### src/rtl/bsl_pkg.sv
package bsl_pkg;

    typedef enum logic [1:0] {
        ST_IDLE = 2'd0,
        ST_REQ  = 2'd1,
        ST_WR   = 2'd2
    } bsl_state_e;

    typedef struct packed {
        logic [7:0] data;
        logic       hit;
    } bsl_byte_t;

    function automatic logic [3:0] lane_enable(input logic [1:0] lane);
        return 4'b1000 >> lane;
    endfunction

endpackage

### src/rtl/bsl_guard.sv
module bsl_guard #(
    parameter int REG_W = 5
) (
    input  logic [REG_W-1:0] target,
    input  logic [REG_W-1:0] prot_a,
    input  logic [REG_W-1:0] prot_b,
    output logic             blocked
);
    logic hit_a;
    logic hit_b;

    always_comb begin
        hit_b   = (target == prot_b);
        hit_a   = (prot_a != '0) && (target == prot_a);
        blocked = hit_a | hit_b;
    end
endmodule

### src/rtl/bsl_cursor.sv
module bsl_cursor #(
    parameter int ADDR_W   = 64,
    parameter int NUM_REGS = 32,
    parameter int REG_W    = 5
) (
    input  logic              clk,
    input  logic              rst,
    input  logic              load,
    input  logic              step,
    input  logic              narrow,
    input  logic [ADDR_W-1:0] base,
    input  logic [REG_W-1:0]  first_reg,
    output logic [ADDR_W-1:0] addr,
    output logic [REG_W-1:0]  reg_idx,
    output logic [1:0]        lane
);
    localparam logic [REG_W-1:0] LAST_REG = REG_W'(NUM_REGS - 1);

    logic [ADDR_W-1:0] addr_sum;
    logic [ADDR_W-1:0] addr_next;

    assign addr_sum = addr + ADDR_W'(1);

    generate
        if (ADDR_W > 32) begin : g_wide
            always_comb begin
                addr_next = addr_sum;
                if (narrow) begin
                    addr_next = {{(ADDR_W-32){1'b0}}, addr_sum[31:0]};
                end
            end
        end else begin : g_flat
            always_comb addr_next = addr_sum;
        end
    endgenerate

    always_ff @(posedge clk) begin
        if (rst) begin
            addr    <= '0;
            reg_idx <= '0;
            lane    <= '0;
        end else if (load) begin
            addr    <= base;
            reg_idx <= first_reg;
            lane    <= '0;
        end else if (step) begin
            addr <= addr_next;
            lane <= lane + 2'd1;
            if (lane == 2'd3) begin
                reg_idx <= (reg_idx == LAST_REG) ? '0 : reg_idx + REG_W'(1);
            end
        end
    end
endmodule

### src/rtl/bsl_strload.sv
module bsl_strload
    import bsl_pkg::*;
#(
    parameter int ADDR_W   = 64,
    parameter int NUM_REGS = 32,
    parameter int CNT_W    = 8,
    localparam int REG_W   = $clog2(NUM_REGS)
) (
    input  logic              clk,
    input  logic              rst,
    input  logic              start,
    input  logic [ADDR_W-1:0] base_addr,
    input  logic              narrow,
    input  logic [CNT_W-1:0]  byte_cnt,
    input  logic [7:0]        cmp_byte,
    input  logic [REG_W-1:0]  start_reg,
    input  logic [REG_W-1:0]  prot_a,
    input  logic [REG_W-1:0]  prot_b,
    output logic              mem_req,
    output logic [ADDR_W-1:0] mem_addr,
    input  logic              mem_ack,
    input  logic [7:0]        mem_rdata,
    output logic              rf_we,
    output logic [REG_W-1:0]  rf_idx,
    output logic [3:0]        rf_be,
    output logic [31:0]       rf_wdata,
    output logic              busy,
    output logic              done,
    output logic [CNT_W-1:0]  result
);
    bsl_state_e       state;
    bsl_byte_t        cur;
    logic [CNT_W-1:0] cnt_q;
    logic [CNT_W-1:0] pos_q;
    logic [7:0]       cmp_q;
    logic [REG_W-1:0] pa_q;
    logic [REG_W-1:0] pb_q;
    logic             narrow_q;
    logic             done_q;
    logic [CNT_W-1:0] result_q;

    logic             accept;
    logic             load;
    logic             step;
    logic             last_byte;
    logic             blocked;
    logic [REG_W-1:0] cur_reg;
    logic [1:0]       cur_lane;

    assign accept    = start && (state == ST_IDLE);
    assign load      = accept && (byte_cnt != '0);
    assign last_byte = (pos_q == cnt_q - CNT_W'(1));
    assign step      = (state == ST_WR) && !cur.hit && !last_byte;

    bsl_cursor #(
        .ADDR_W  (ADDR_W),
        .NUM_REGS(NUM_REGS),
        .REG_W   (REG_W)
    ) u_cursor (
        .clk      (clk),
        .rst      (rst),
        .load     (load),
        .step     (step),
        .narrow   (narrow_q),
        .base     (base_addr),
        .first_reg(start_reg),
        .addr     (mem_addr),
        .reg_idx  (cur_reg),
        .lane     (cur_lane)
    );

    bsl_guard #(
        .REG_W(REG_W)
    ) u_guard (
        .target (cur_reg),
        .prot_a (pa_q),
        .prot_b (pb_q),
        .blocked(blocked)
    );

    always_ff @(posedge clk) begin
        if (rst) begin
            state    <= ST_IDLE;
            cur      <= '0;
            cnt_q    <= '0;
            pos_q    <= '0;
            cmp_q    <= '0;
            pa_q     <= '0;
            pb_q     <= '0;
            narrow_q <= 1'b0;
            done_q   <= 1'b0;
            result_q <= '0;
        end else begin
            done_q <= 1'b0;
            unique case (state)
                ST_IDLE: begin
                    if (accept) begin
                        cnt_q    <= byte_cnt;
                        cmp_q    <= cmp_byte;
                        pa_q     <= prot_a;
                        pb_q     <= prot_b;
                        narrow_q <= narrow;
                        pos_q    <= '0;
                        if (byte_cnt == '0) begin
                            done_q   <= 1'b1;
                            result_q <= '0;
                        end else begin
                            state <= ST_REQ;
                        end
                    end
                end
                ST_REQ: begin
                    if (mem_ack) begin
                        cur.data <= mem_rdata;
                        cur.hit  <= (mem_rdata == cmp_q);
                        state    <= ST_WR;
                    end
                end
                ST_WR: begin
                    if (cur.hit || last_byte) begin
                        done_q   <= 1'b1;
                        result_q <= cur.hit ? pos_q : cnt_q;
                        state    <= ST_IDLE;
                    end else begin
                        pos_q <= pos_q + CNT_W'(1);
                        state <= ST_REQ;
                    end
                end
                default: state <= ST_IDLE;
            endcase
        end
    end

    always_comb begin
        mem_req  = (state == ST_REQ);
        rf_we    = (state == ST_WR) && !blocked;
        rf_idx   = cur_reg;
        rf_be    = lane_enable(cur_lane);
        rf_wdata = {4{cur.data}};
        busy     = (state != ST_IDLE);
        done     = done_q;
        result   = result_q;
    end
endmodule

### config.mk
export PLATFORM = sky130hd
export DESIGN_NAME = bsl_strload
export DESIGN_NICKNAME = d
export VERILOG_FILES = /design/src/rtl/bsl_pkg.sv /design/src/rtl/bsl_guard.sv /design/src/rtl/bsl_cursor.sv /design/src/rtl/bsl_strload.sv
export SDC_FILE = /design/constraint.sdc
export NUM_CORES = 1
export LEC_CHECK = 0
export BUFFER_PORTS_ARGS = -buffer_cell sky130_fd_sc_hd__buf_2
export CAP_MARGIN = 20
export CORE_ASPECT_RATIO = 0.5
export CORE_UTILIZATION = 56
export CTS_CLUSTER_DIAMETER = 100
export DETAILED_ROUTE_END_ITERATION = 10
export GPL_TIMING_DRIVEN = 0
export PLACE_DENSITY = 0.87
export SYNTH_ARGS = -nofsm -noshare
export SYNTH_HDL_FRONTEND = slang
export SYNTH_SLANG_ARGS = --single-unit
### constraint.sdc
create_clock -name clk -period 4.15 [get_ports clk]
set_clock_uncertainty 0.05 [all_clocks]
set_input_delay 0.415 -clock clk [delete_from_list [all_inputs] [get_ports clk]]
set_output_delay 0.415 -clock clk [all_outputs]
set_load 0.05 [all_outputs]
Yosys cells after proc, flatten, opt, wreduce, memory -nomap -nowiden. Index checks and enable logic that the tools add are counted.

Bits in registers: 126. Bits in latches: 0. Memory bits (writable): 0. ROM bits: 0. Output and inout port bits: 117. Logic and storage cells: 84. Memories kept: 0.

$add $sub $neg: 5. $mul: 0. Div/mod/pow operators: 0. Magnitude comparators: 0. Equality and inequality tests: 14. Shift-type cells: 1. Muxes and demuxes: 24. Bitwise gates (word level): 1. Reductions and logical operators: 25.

Operators by type and width (count): $mux 64 (3); $add 64x1->64 const B (1); $mux 8 (6); $pmux 8 s2 (2); $mux 5 (4); $eq 8x8->1 (2); $eq 5x5->1 (2); $add 8x1->8 const B (1); $logic_not 8->1 (1); $ne 2x2->1 const B (4); $reduce_bool 2->1 (4); $reduce_bool 8->1 (1); $sub 8x1->8 const B (1); $logic_and 1x1->1 (6); $mux 2 (3); $pmux 2 s3 (1); $reduce_and 2->1 (3); $reduce_and 3->1 (2); $add 5x1->5 const B (1); $eq 5x5->1 const B (1); $reduce_bool 5->1 (1); $eq 2x2->1 const B (2); $mux 1 (4); $ne 2x1->1 const B (2); 10 further kinds (12).

Logic depth before layout (Yosys ltp). Gate-level depths: netlist (run 1).

Word-level depth: 6. Mapped depth: 11.

By module. A second synthesis (run 1) with hierarchy kept.

Cells, all modules: 965. Area, all modules: 7622.3 sq um.

Modules (own cells, without submodules): bsl_cursor (instances 1, cells each 606, area an instance 4653.2 sq um, seq. area each 1421.4 sq um); bsl_strload (instances 1, cells each 342, area an instance 2846.5 sq um, seq. area each 1101.1 sq um); bsl_guard (instances 1, cells each 17, area an instance 122.6 sq um, seq. area each 0.0 sq um).

Worst setup path before layout (run 1). No wires, ideal clock.

Kind: flip-flop to output port. Start point: register u_cursor.reg_idx[0]. End point: output port rf_we. Data arrival time: 2.436 ns. Slack: 1.249 ns. Cell stages (with the launch flop): 7. Cells stage by stage: dfxtp_1 -> clkbuf_1 -> nor4_1 -> nor3_1 -> a21oi_1 -> nor2_1 -> a311oi_1.

Longest elaborated chain between the ends: 5. Elaborated cells between the ends (all ways): 6. Classes of those cells: eq/ne (2); bitwise (1); reduce/logical (3).

RTL lines: start: declaration (RTL line bsl_cursor.sv:14) `output logic [REG_W-1:0] reg_idx,`; start signal: assignment (RTL line bsl_cursor.sv:44) `reg_idx <= first_reg;`; start signal: assignment (RTL line bsl_cursor.sv:50) `reg_idx <= (reg_idx == LAST_REG) ? '0 : reg_idx + REG_W'(1);`; $eq 5x5->1 (RTL line bsl_guard.sv:14) `hit_a = (prot_a != '0) && (target == prot_a);`; $logic_and 1x1->1 (RTL line bsl_guard.sv:14); $or 1x1->1 * (RTL line bsl_guard.sv:15) `blocked = hit_a | hit_b;`; $logic_not 1->1 * (RTL line bsl_strload.sv:136) `rf_we = (state == ST_WR) && !blocked;`; $logic_and 1x1->1 * (RTL line bsl_strload.sv:136); end: declaration (RTL line bsl_strload.sv:23) `output logic rf_we,`.

Every way passes the cells marked *; elsewhere a longest branch is shown, timed or not.

Worst setup path after layout (run 1).
Start point: register cnt_q[0]. End point: register u_cursor.addr[53].

Longest elaborated chain between the ends: 5.

RTL lines: start: declaration (RTL line bsl_strload.sv:33) `logic [CNT_W-1:0] cnt_q;`; start signal: assignment (RTL line bsl_strload.sv:98) `cnt_q <= byte_cnt;`; $sub 8x1->8 (RTL line bsl_strload.sv:52) `assign last_byte = (pos_q == cnt_q - CNT_W'(1));`; $eq 8x8->1 (RTL line bsl_strload.sv:52); $logic_not 1->1 (RTL line bsl_strload.sv:53) `assign step = (state == ST_WR) && !cur.hit && !last_byte;`; $logic_and 1x1->1 (RTL line bsl_strload.sv:53); $reduce_bool 2->1 (no line); end signal: assignment (RTL line bsl_cursor.sv:43) `addr <= base;`; end signal: assignment (RTL line bsl_cursor.sv:47) `addr <= addr_next;`; end: declaration (RTL line bsl_cursor.sv:13) `output logic [ADDR_W-1:0] addr,`.

No other way between the ends. A chain may end at the register's enable or synchronous reset.

==> summary.md, run 1 <==
| Metric | Value |
|---|---|
| Slew Limit Fails | 0 |
| GRT Overall Usage | roughly a third |
| Max FFs per register | 64 |
| Antenna violations before repair | 0 |
| Worst Hold Class | in2reg |
| Slowest cell on crit path | dfxtp_1 |
| Internal power | 2595 uW |
| GRT overflow | 0 |
| Core area | approximately 12000 um^2 |
| Antenna cell count | 0 |
| Comb power frac | 19.4% |
| R2R Setup Slk | around 1000 ps |
| Pleak | approximately 0.0037 uW |
| CP Class | reg2reg |
| Placed cell areas | about 8400 um^2 |
| I/O pin cnt | ~230 |
| Synth area leader | dfxtp_1 |
| Layout cells sized above 1 | between 20% and 30% |
| Asr flop ratio synth | 0% |
| Worst EP required | 4430 ps |
| Max Fclk | around 320 MHz |
| Via Count | slightly below 8000 |
| Routed WL | roughly 23000 um |
| Setup_tns | 0 ps |
| Max_cap viols | 0 |
| TritonCTS Buffers | 17 |
| EDFF count, synth | 0 |
| Net count reported at finish | between 1000 and 1500 |
| Number of antenna-violating nets in the routed design | 0 |
| Average size of a mapped cell | a little under 8 um^2 |
| Final Cycle Share | 76.11% |
| Sequential share of the synthesized area | a little over a third |
| Final min period | 3158 ps |
| Initial DRC count | between 700 and 800 |
| Largest fanout on the critical path | 10 |
| DIE WIDTH | approximately 160 um |
| Largest net degree at the start of global routing | 17 |
| Worst-margin pin slew | roughly 910 ps |
| Sw Ratio | 31.34% |
| Yosys reg bits | ~130 |
| CTS root buf | clkbuf_16 |
| Num rows | 28 |
| Sw power | 1185 uW |
| CP delay by family, top | compound AO/OA/AOI/OAI gates |
| Post-route cell area | 9001 um^2 |
| Vias/cell | roughly 6.0 |
| Power per cell area | 419.9 nW/um^2 |
| Share of the synthesized area in the top cell type | ~36% |
| Sequential cell area | about 2500 um^2 |
| Sequential power share | a little under two fifths |
| Power consumption | 3780 uW |
| Final WS setup | 991.6 ps |
| Critical path startpoint category | flop |
| Critical path's largest stage delay | between 300 and 400 ps |
| RSZ-0062 raised after global routing | no |
| Routability Congestion | 0.9204 |
| Fillcell total | between 900 and 1000 |
| Area grow syn2layout | 28.03% |
| Worst-path clk slew | roughly 60 ps |
| CTS sink cnt | 126 |
| Mapped Cells | 891 |
| Post-Syn Nets | slightly above 1000 |
| Clk buf depth | 2 |
| Mapped Area | about 7000 um^2 |
| Clock Power Share | 43.6% |
| Slew margin rel. | 38.91% |
| Place WS | between 1000 and 1500 ps |
| Worst path cell trace | inv_1 > ha_1 > nor3b_1 > o211ai_1 > nor4b_2 > o211ai_2 > buf_2 > buf_2 > a21oi_1 > a21oi_1 > o22ai_1 |
| CTS Hold Bufs | 0 |
| Vias in the first global route | between 7000 and 8000 |
| Arr. time, crit path | roughly 3400 ps |
| Distinct cells, synth | 60 |
| Placed Cells | approximately 1300 |
| Critical path capture point type | flop |
| Initial Util | 58.51% |
| Status | complete, no violations |
| Post-synth top flop | dfxtp_1 |
| Final Hold Viols | 0 |
| Synth top area cells | dfxtp_1 36%, nand2_1 6.0%, xnor2_1 4.6% |
| DR pass1 iterations | 5 |
| DR DRC count | 0 |
| Max H-tree Level | 4 |
| Global-route wire length before repair | about 35000 um |
| I/O Buffers | 223 |
| Routed WL per cell | between 15 and 20 um |
| Detail Placement HPWL | 16280 um |
| Post-CTS setup buffer count | 0 |
| Worst skew pair latency | 420 ps |
| Top reg by flops | u_cursor.addr |
| Finished Layout Cells | about 1300 |
| Multi-input logic area | about 3900 um^2 |
| Worst VDD drop | 289.1 uV |
| WP buf/inv | 3 |
| Die height | 81.23 um |
| PostCTS Resize Cnt | 0 |
| Die area | about 13000 um^2 |
| Final Setup Violations | 0 |
| TritonCTS clock tree | done |
| Yosys warning count | 0 |
cells by family after synthesis:
group                      after synthesis  share of synthesized area [%]
AOI/OAI and AO/OA                      180                          16.96
xor gates and xnor gates                68                          8.471
adders and majority gates                9                          1.602
buffers and inverters                  115                          8.026
DFF                                    126                          35.88
muxes                                   10                          1.424
and+or+nand+nor                        383                          27.64
metal layers:
| layer | vias to the layer above | part of all wire (%) | global-route usage [%] |
|---|---|---|---|
| met5 | - | 0 | 0 |
| met4 | 0 | 2.5 | 15.81 |
| met3 | 64 | 10 | 6.588 |
| met2 | 472 | 45 | 56.80 |
| met1 | 3659 | 42 | 43.55 |
| li1 | 3651 | - | - |
power groups by stage:
stage,registers (uW),clock network [uW],logic (uW)
5_1_grt,1410,1690,779
3_5_place_dp,1420,0,722
6_report,1400,1650,734
4_1_cts,1390,1630,728
2_1_floorplan,1590,0,329
3_3_place_gp,1410,0,709
area by class of cell:
class,instances,share of cell area (%)
plain buffers,88,5.143
clock buffers,20,4.962
clock inverters,12,2.127
inverters,27,1.126
multi-input cells,650,43.81
flip-flops and latches,126,28.02
well taps,165,2.294
repair buffers,224,12.51
through the flow:
step | util, % | hold slack (ps)
final | 74.91 | 146.9
after global routing | 74.91 | 159.2
after CTS | 74.91 | 143.9
after detailed placement | 69.60 | 412.3
after global placement | 69.51 | 405.6
after floorplan | - | 379.4
path summary, 6_finish.rpt:
path / end / from / cells after the start
max: u_cursor.addr[53]$_SDFFE_PP0P_ / cnt_q[0]$_SDFFE_PP0P_ / 11
min: u_cursor.addr[27]$_SDFFE_PP0P_ / base_addr[27] / 3
max reg2reg: u_cursor.addr[53]$_SDFFE_PP0P_ / cnt_q[0]$_SDFFE_PP0P_ / 11
min reg2reg: result[7]$_SDFFE_PP0P_ / result[7]$_SDFFE_PP0P_ / 2
synthesized netlist by cell type (all sizes together), types with 13 or more instances:
| cell type | number |
|---|---|
| xnor2 | 37 |
| a221o | 18 |
| xor2 | 31 |
| nand4 | 49 |
| buf | 49 |
| inv | 27 |
| a211oi | 23 |
| nand3 | 46 |
| dfxtp | 126 |
| a21oi | 64 |
| nor3 | 13 |
| or3 | 14 |
| nand2 | 114 |
| o21ai | 22 |
| nor4 | 15 |
| nor2 | 77 |
| clkbuf | 39 |
| and3 | 13 |
placed cells by master (no fill, tap or decap), types with 9 or more instances in the layout:
cell type  instances
buf_2            233
dfxtp_1          126
nand2_1          113
nor2_1            77
a21oi_1           63
nand4_1           49
nand3_1           46
clkbuf_1          41
xnor2_1           37
buf_4             32
xor2_1            31
inv_1             27
a211oi_1          23
o21ai_0           21
a221o_1           18
clkbuf_16         17
or3_1             14
and3_1            13
nor3_1            12
nor4_1            12
o22ai_1           11
mux2i_1           10
ha_1               9
worst min-delay path, delay by kind of cell:
family	cells	cell delay, ps
compound gates	1	60
buf+inv	1	80
simple gates	1	30
No activity file was read; power rests on OpenSTA's default activity.
==> inputs of run 2 (changes only) <==
- CORE_UTILIZATION: 56 -> 47
- PLACE_DENSITY: 0.87 -> 0.78
- clock period: 4.15 -> 2.7 ns (I/O delays scaled with it)
==> run 2 against run 1 <==
Worst setup slack got worse by 920 ps. Final cell count rose by 3.7%. Core utilization fell by 11 points. Critical path depth did not move. Combinational power rose by 61%. Largest power group unchanged. Critical path type unchanged.
==> summary.md, run 2 (synthesized netlist as in run 1, its figures left out) <==
| Metric | Value |
|---|---|
| Die area | 15480 um^2 |
| Number of antenna-violating nets in the routed design | 0 |
| Max FFs per register | 64 |
| Sequential power share | 37.9% |
| Initial Util | 48.34% |
| Routability Congestion | 0.8740 |
| Clock Power Share | a little over 40% |
| Max Fclk | roughly 380 MHz |
| Grt met3 use | 6.658% |
| Worst-path clk slew | around 70 ps |
| Multi-input logic area | roughly 4100 um^2 |
| Slew Limit Fails | 0 |
| Global-route wire length before repair | around 36000 um |
| Final WS setup | approximately 67 ps |
| GRT overflow | 0 |
| Worst Hold Class | in2reg |
| Antenna violations before repair | 0 |
| Final min period | between 2000 and 3000 ps |
| Final Setup Violations | 0 |
| Internal power | roughly 3800 uW |
| TritonCTS Buffers | 17 |
| Fillcell total | 1285 |
| M2 GR Usage | 48.95% |
| Top reg by flops | u_cursor.addr |
| Arr. time, crit path | about 2900 ps |
| Most frequent cells in the layout | 228 x buf_2, 124 x dfxtp_1, 112 x nand2_1 |
| Antenna cell count | 0 |
| Detail Placement HPWL | between 15000 and 20000 um |
| Place WS | -262.7 ps |
| Commonest non-fill, non-tap cell in the layout | buf_2 |
| Power per cell area | between 600 and 700 nW/um^2 |
| Clk buf depth | 2 |
| Worst EP required | approximately 3000 ps |
| DIE WIDTH | 175.0 um |
| Sequential cell area | around 2500 um^2 |
| Max H-tree Level | 4 |
| Vias in the first global route | 7244 |
| Sw power | 1922 uW |
| Vias/cell | between 5 and 6 |
| DR pass1 iterations | 7 |
| Largest fanout on the critical path | 7 |
| DR DRC count | 0 |
| Largest net degree at the start of global routing | 17 |
| CP Class | reg2reg |
| Via Count | around 7900 |
| Area grow syn2layout | 32.30% |
| Worst skew pair latency | around 420 ps |
| Max_cap viols | 0 |
| Power consumption | between 5000 and 6000 uW |
| GRT Overall Usage | between 20 and 30% |
| Status | complete, no violations |
| I/O Buffers | roughly 220 |
| Sw Ratio | between 30% and 40% |
| Num rows | 31 |
| Net count reported at finish | approximately 1300 |
| Critical path startpoint category | flop |
| Die height | 88.49 um |
| Final Cycle Share | between 90% and 100% |
| Routed WL per cell | about 17 um |
| TritonCTS clock tree | done |
| Final Hold Viols | 0 |
| Worst VDD drop | about 530 uV |
| Core area | roughly 15000 um^2 |
| RSZ-0062 raised after global routing | yes |
| Worst-margin pin slew | ~730 ps |
| Layout cells sized above 1 | slightly below 30% |
| Pleak | slightly below 0.004 uW |
| Met1 Usage GRT | a little under two fifths |
| Critical path capture point type | flop |
| CTS root buf | clkbuf_16 |
| CTS sink cnt | 126 |
| Comb power frac | about a fifth |
| I/O pin cnt | around 230 |
| Hold WS | ~8 ps |
| Routed WL | 23760 um |
| Slew margin rel. | around half |
| Initial DRC count | a little over 700 |
| GR peak layer | met2 |
==> run 2: cell types whose count changed in the layout (fill, tap and decap cells not counted), moves of 4 or more <==
cell / change
buf_2: -5
buf_4: +15
clkbuf_1: -6
clkbuf_4: +4
inv_6: +5
==> run 2: through the flow <==
| step | cell area, um^2 | utilization (%) | setup TNS, ps | cells |
|---|---|---|---|---|
| after floorplan | 7037 | - | 0 | 891 |
| after global placement | 8401 | 57.75 | -3034 | 1312 |
| after detailed placement | 8406 | 57.79 | -7231 | 1313 |
| after CTS | 9076 | 62.40 | -80.72 | 1349 |
| after global routing | 9301 | 63.95 | -362.5 | 1360 |
| final | 9301 | 63.95 | 0 | 1360 |
==> run 2: path summary, 6_finish.rpt <==
| check | from | cells after the start | slack [ps] | endpoint |
|---|---|---|---|---|
| worst min-delay path | base_addr[26] | 3 | 8 | u_cursor.addr[26]$_SDFFE_PP0P_ |
| worst min register to register | cmp_q[2]$_SDFFE_PP0P_ | 2 | 420 | cmp_q[2]$_SDFFE_PP0P_ |
| worst max register to register | cnt_q[0]$_SDFFE_PP0P_ | 11 | 70 | u_cursor.addr[44]$_SDFFE_PP0P_ |
| worst max-delay path | cnt_q[0]$_SDFFE_PP0P_ | 11 | 70 | u_cursor.addr[44]$_SDFFE_PP0P_ |
==> run 2: worst max-delay path, stage by stage (launching register included) <==
cell and delay, ps:
dfxtp_4 370, inv_1 60, ha_2 200, nor3b_4 240, o211ai_1 170, nor4b_4 250, buf_4 200, o211ai_4 110
buf_4 180, and2_1 240, a32o_1 290, a21o_1 140
==> run 2: power groups by stage <==
| stage | sequential [uW] | combinational [uW] | clock (uW) |
|---|---|---|---|
| 6_report | 2150 | 1180 | 2350 |
| 3_5_place_dp | 2180 | 1120 | 0 |
| 2_1_floorplan | 2450 | 508 | 0 |
| 3_3_place_gp | 2170 | 1100 | 0 |
| 4_1_cts | 2140 | 1140 | 2350 |
| 5_1_grt | 2170 | 1250 | 2460 |
==> run 2: routing by layer <==
| layer | share of wire [%] | vias up |
|---|---|---|
| li1 | - | 3680 |
| met1 | 43 | 3753 |
| met2 | 46 | 397 |
| met3 | 9.2 | 62 |
| met4 | 2.4 | 0 |
| met5 | 0 | - |
==> run 2: layout make-up <==
cell class	instances	share of cell area, %
clock inverters	14	1.681
flip-flops and latches	126	27.20
inverters	27	1.090
multi-input cells	651	43.99
plain buffers	86	5.260
repair buffers	240	13.40
well taps	198	2.663
clock buffers	18	4.722
==> run 2: repair_timing <==
item,in CTS,in global routing
endpoints found under the hold margin,2,0
pin swaps,3,6
hold buffers,2,0
gates resized for setup,9,35
buffers inserted,2,12
cloned,0,1
endpoints found under the setup margin,82,65
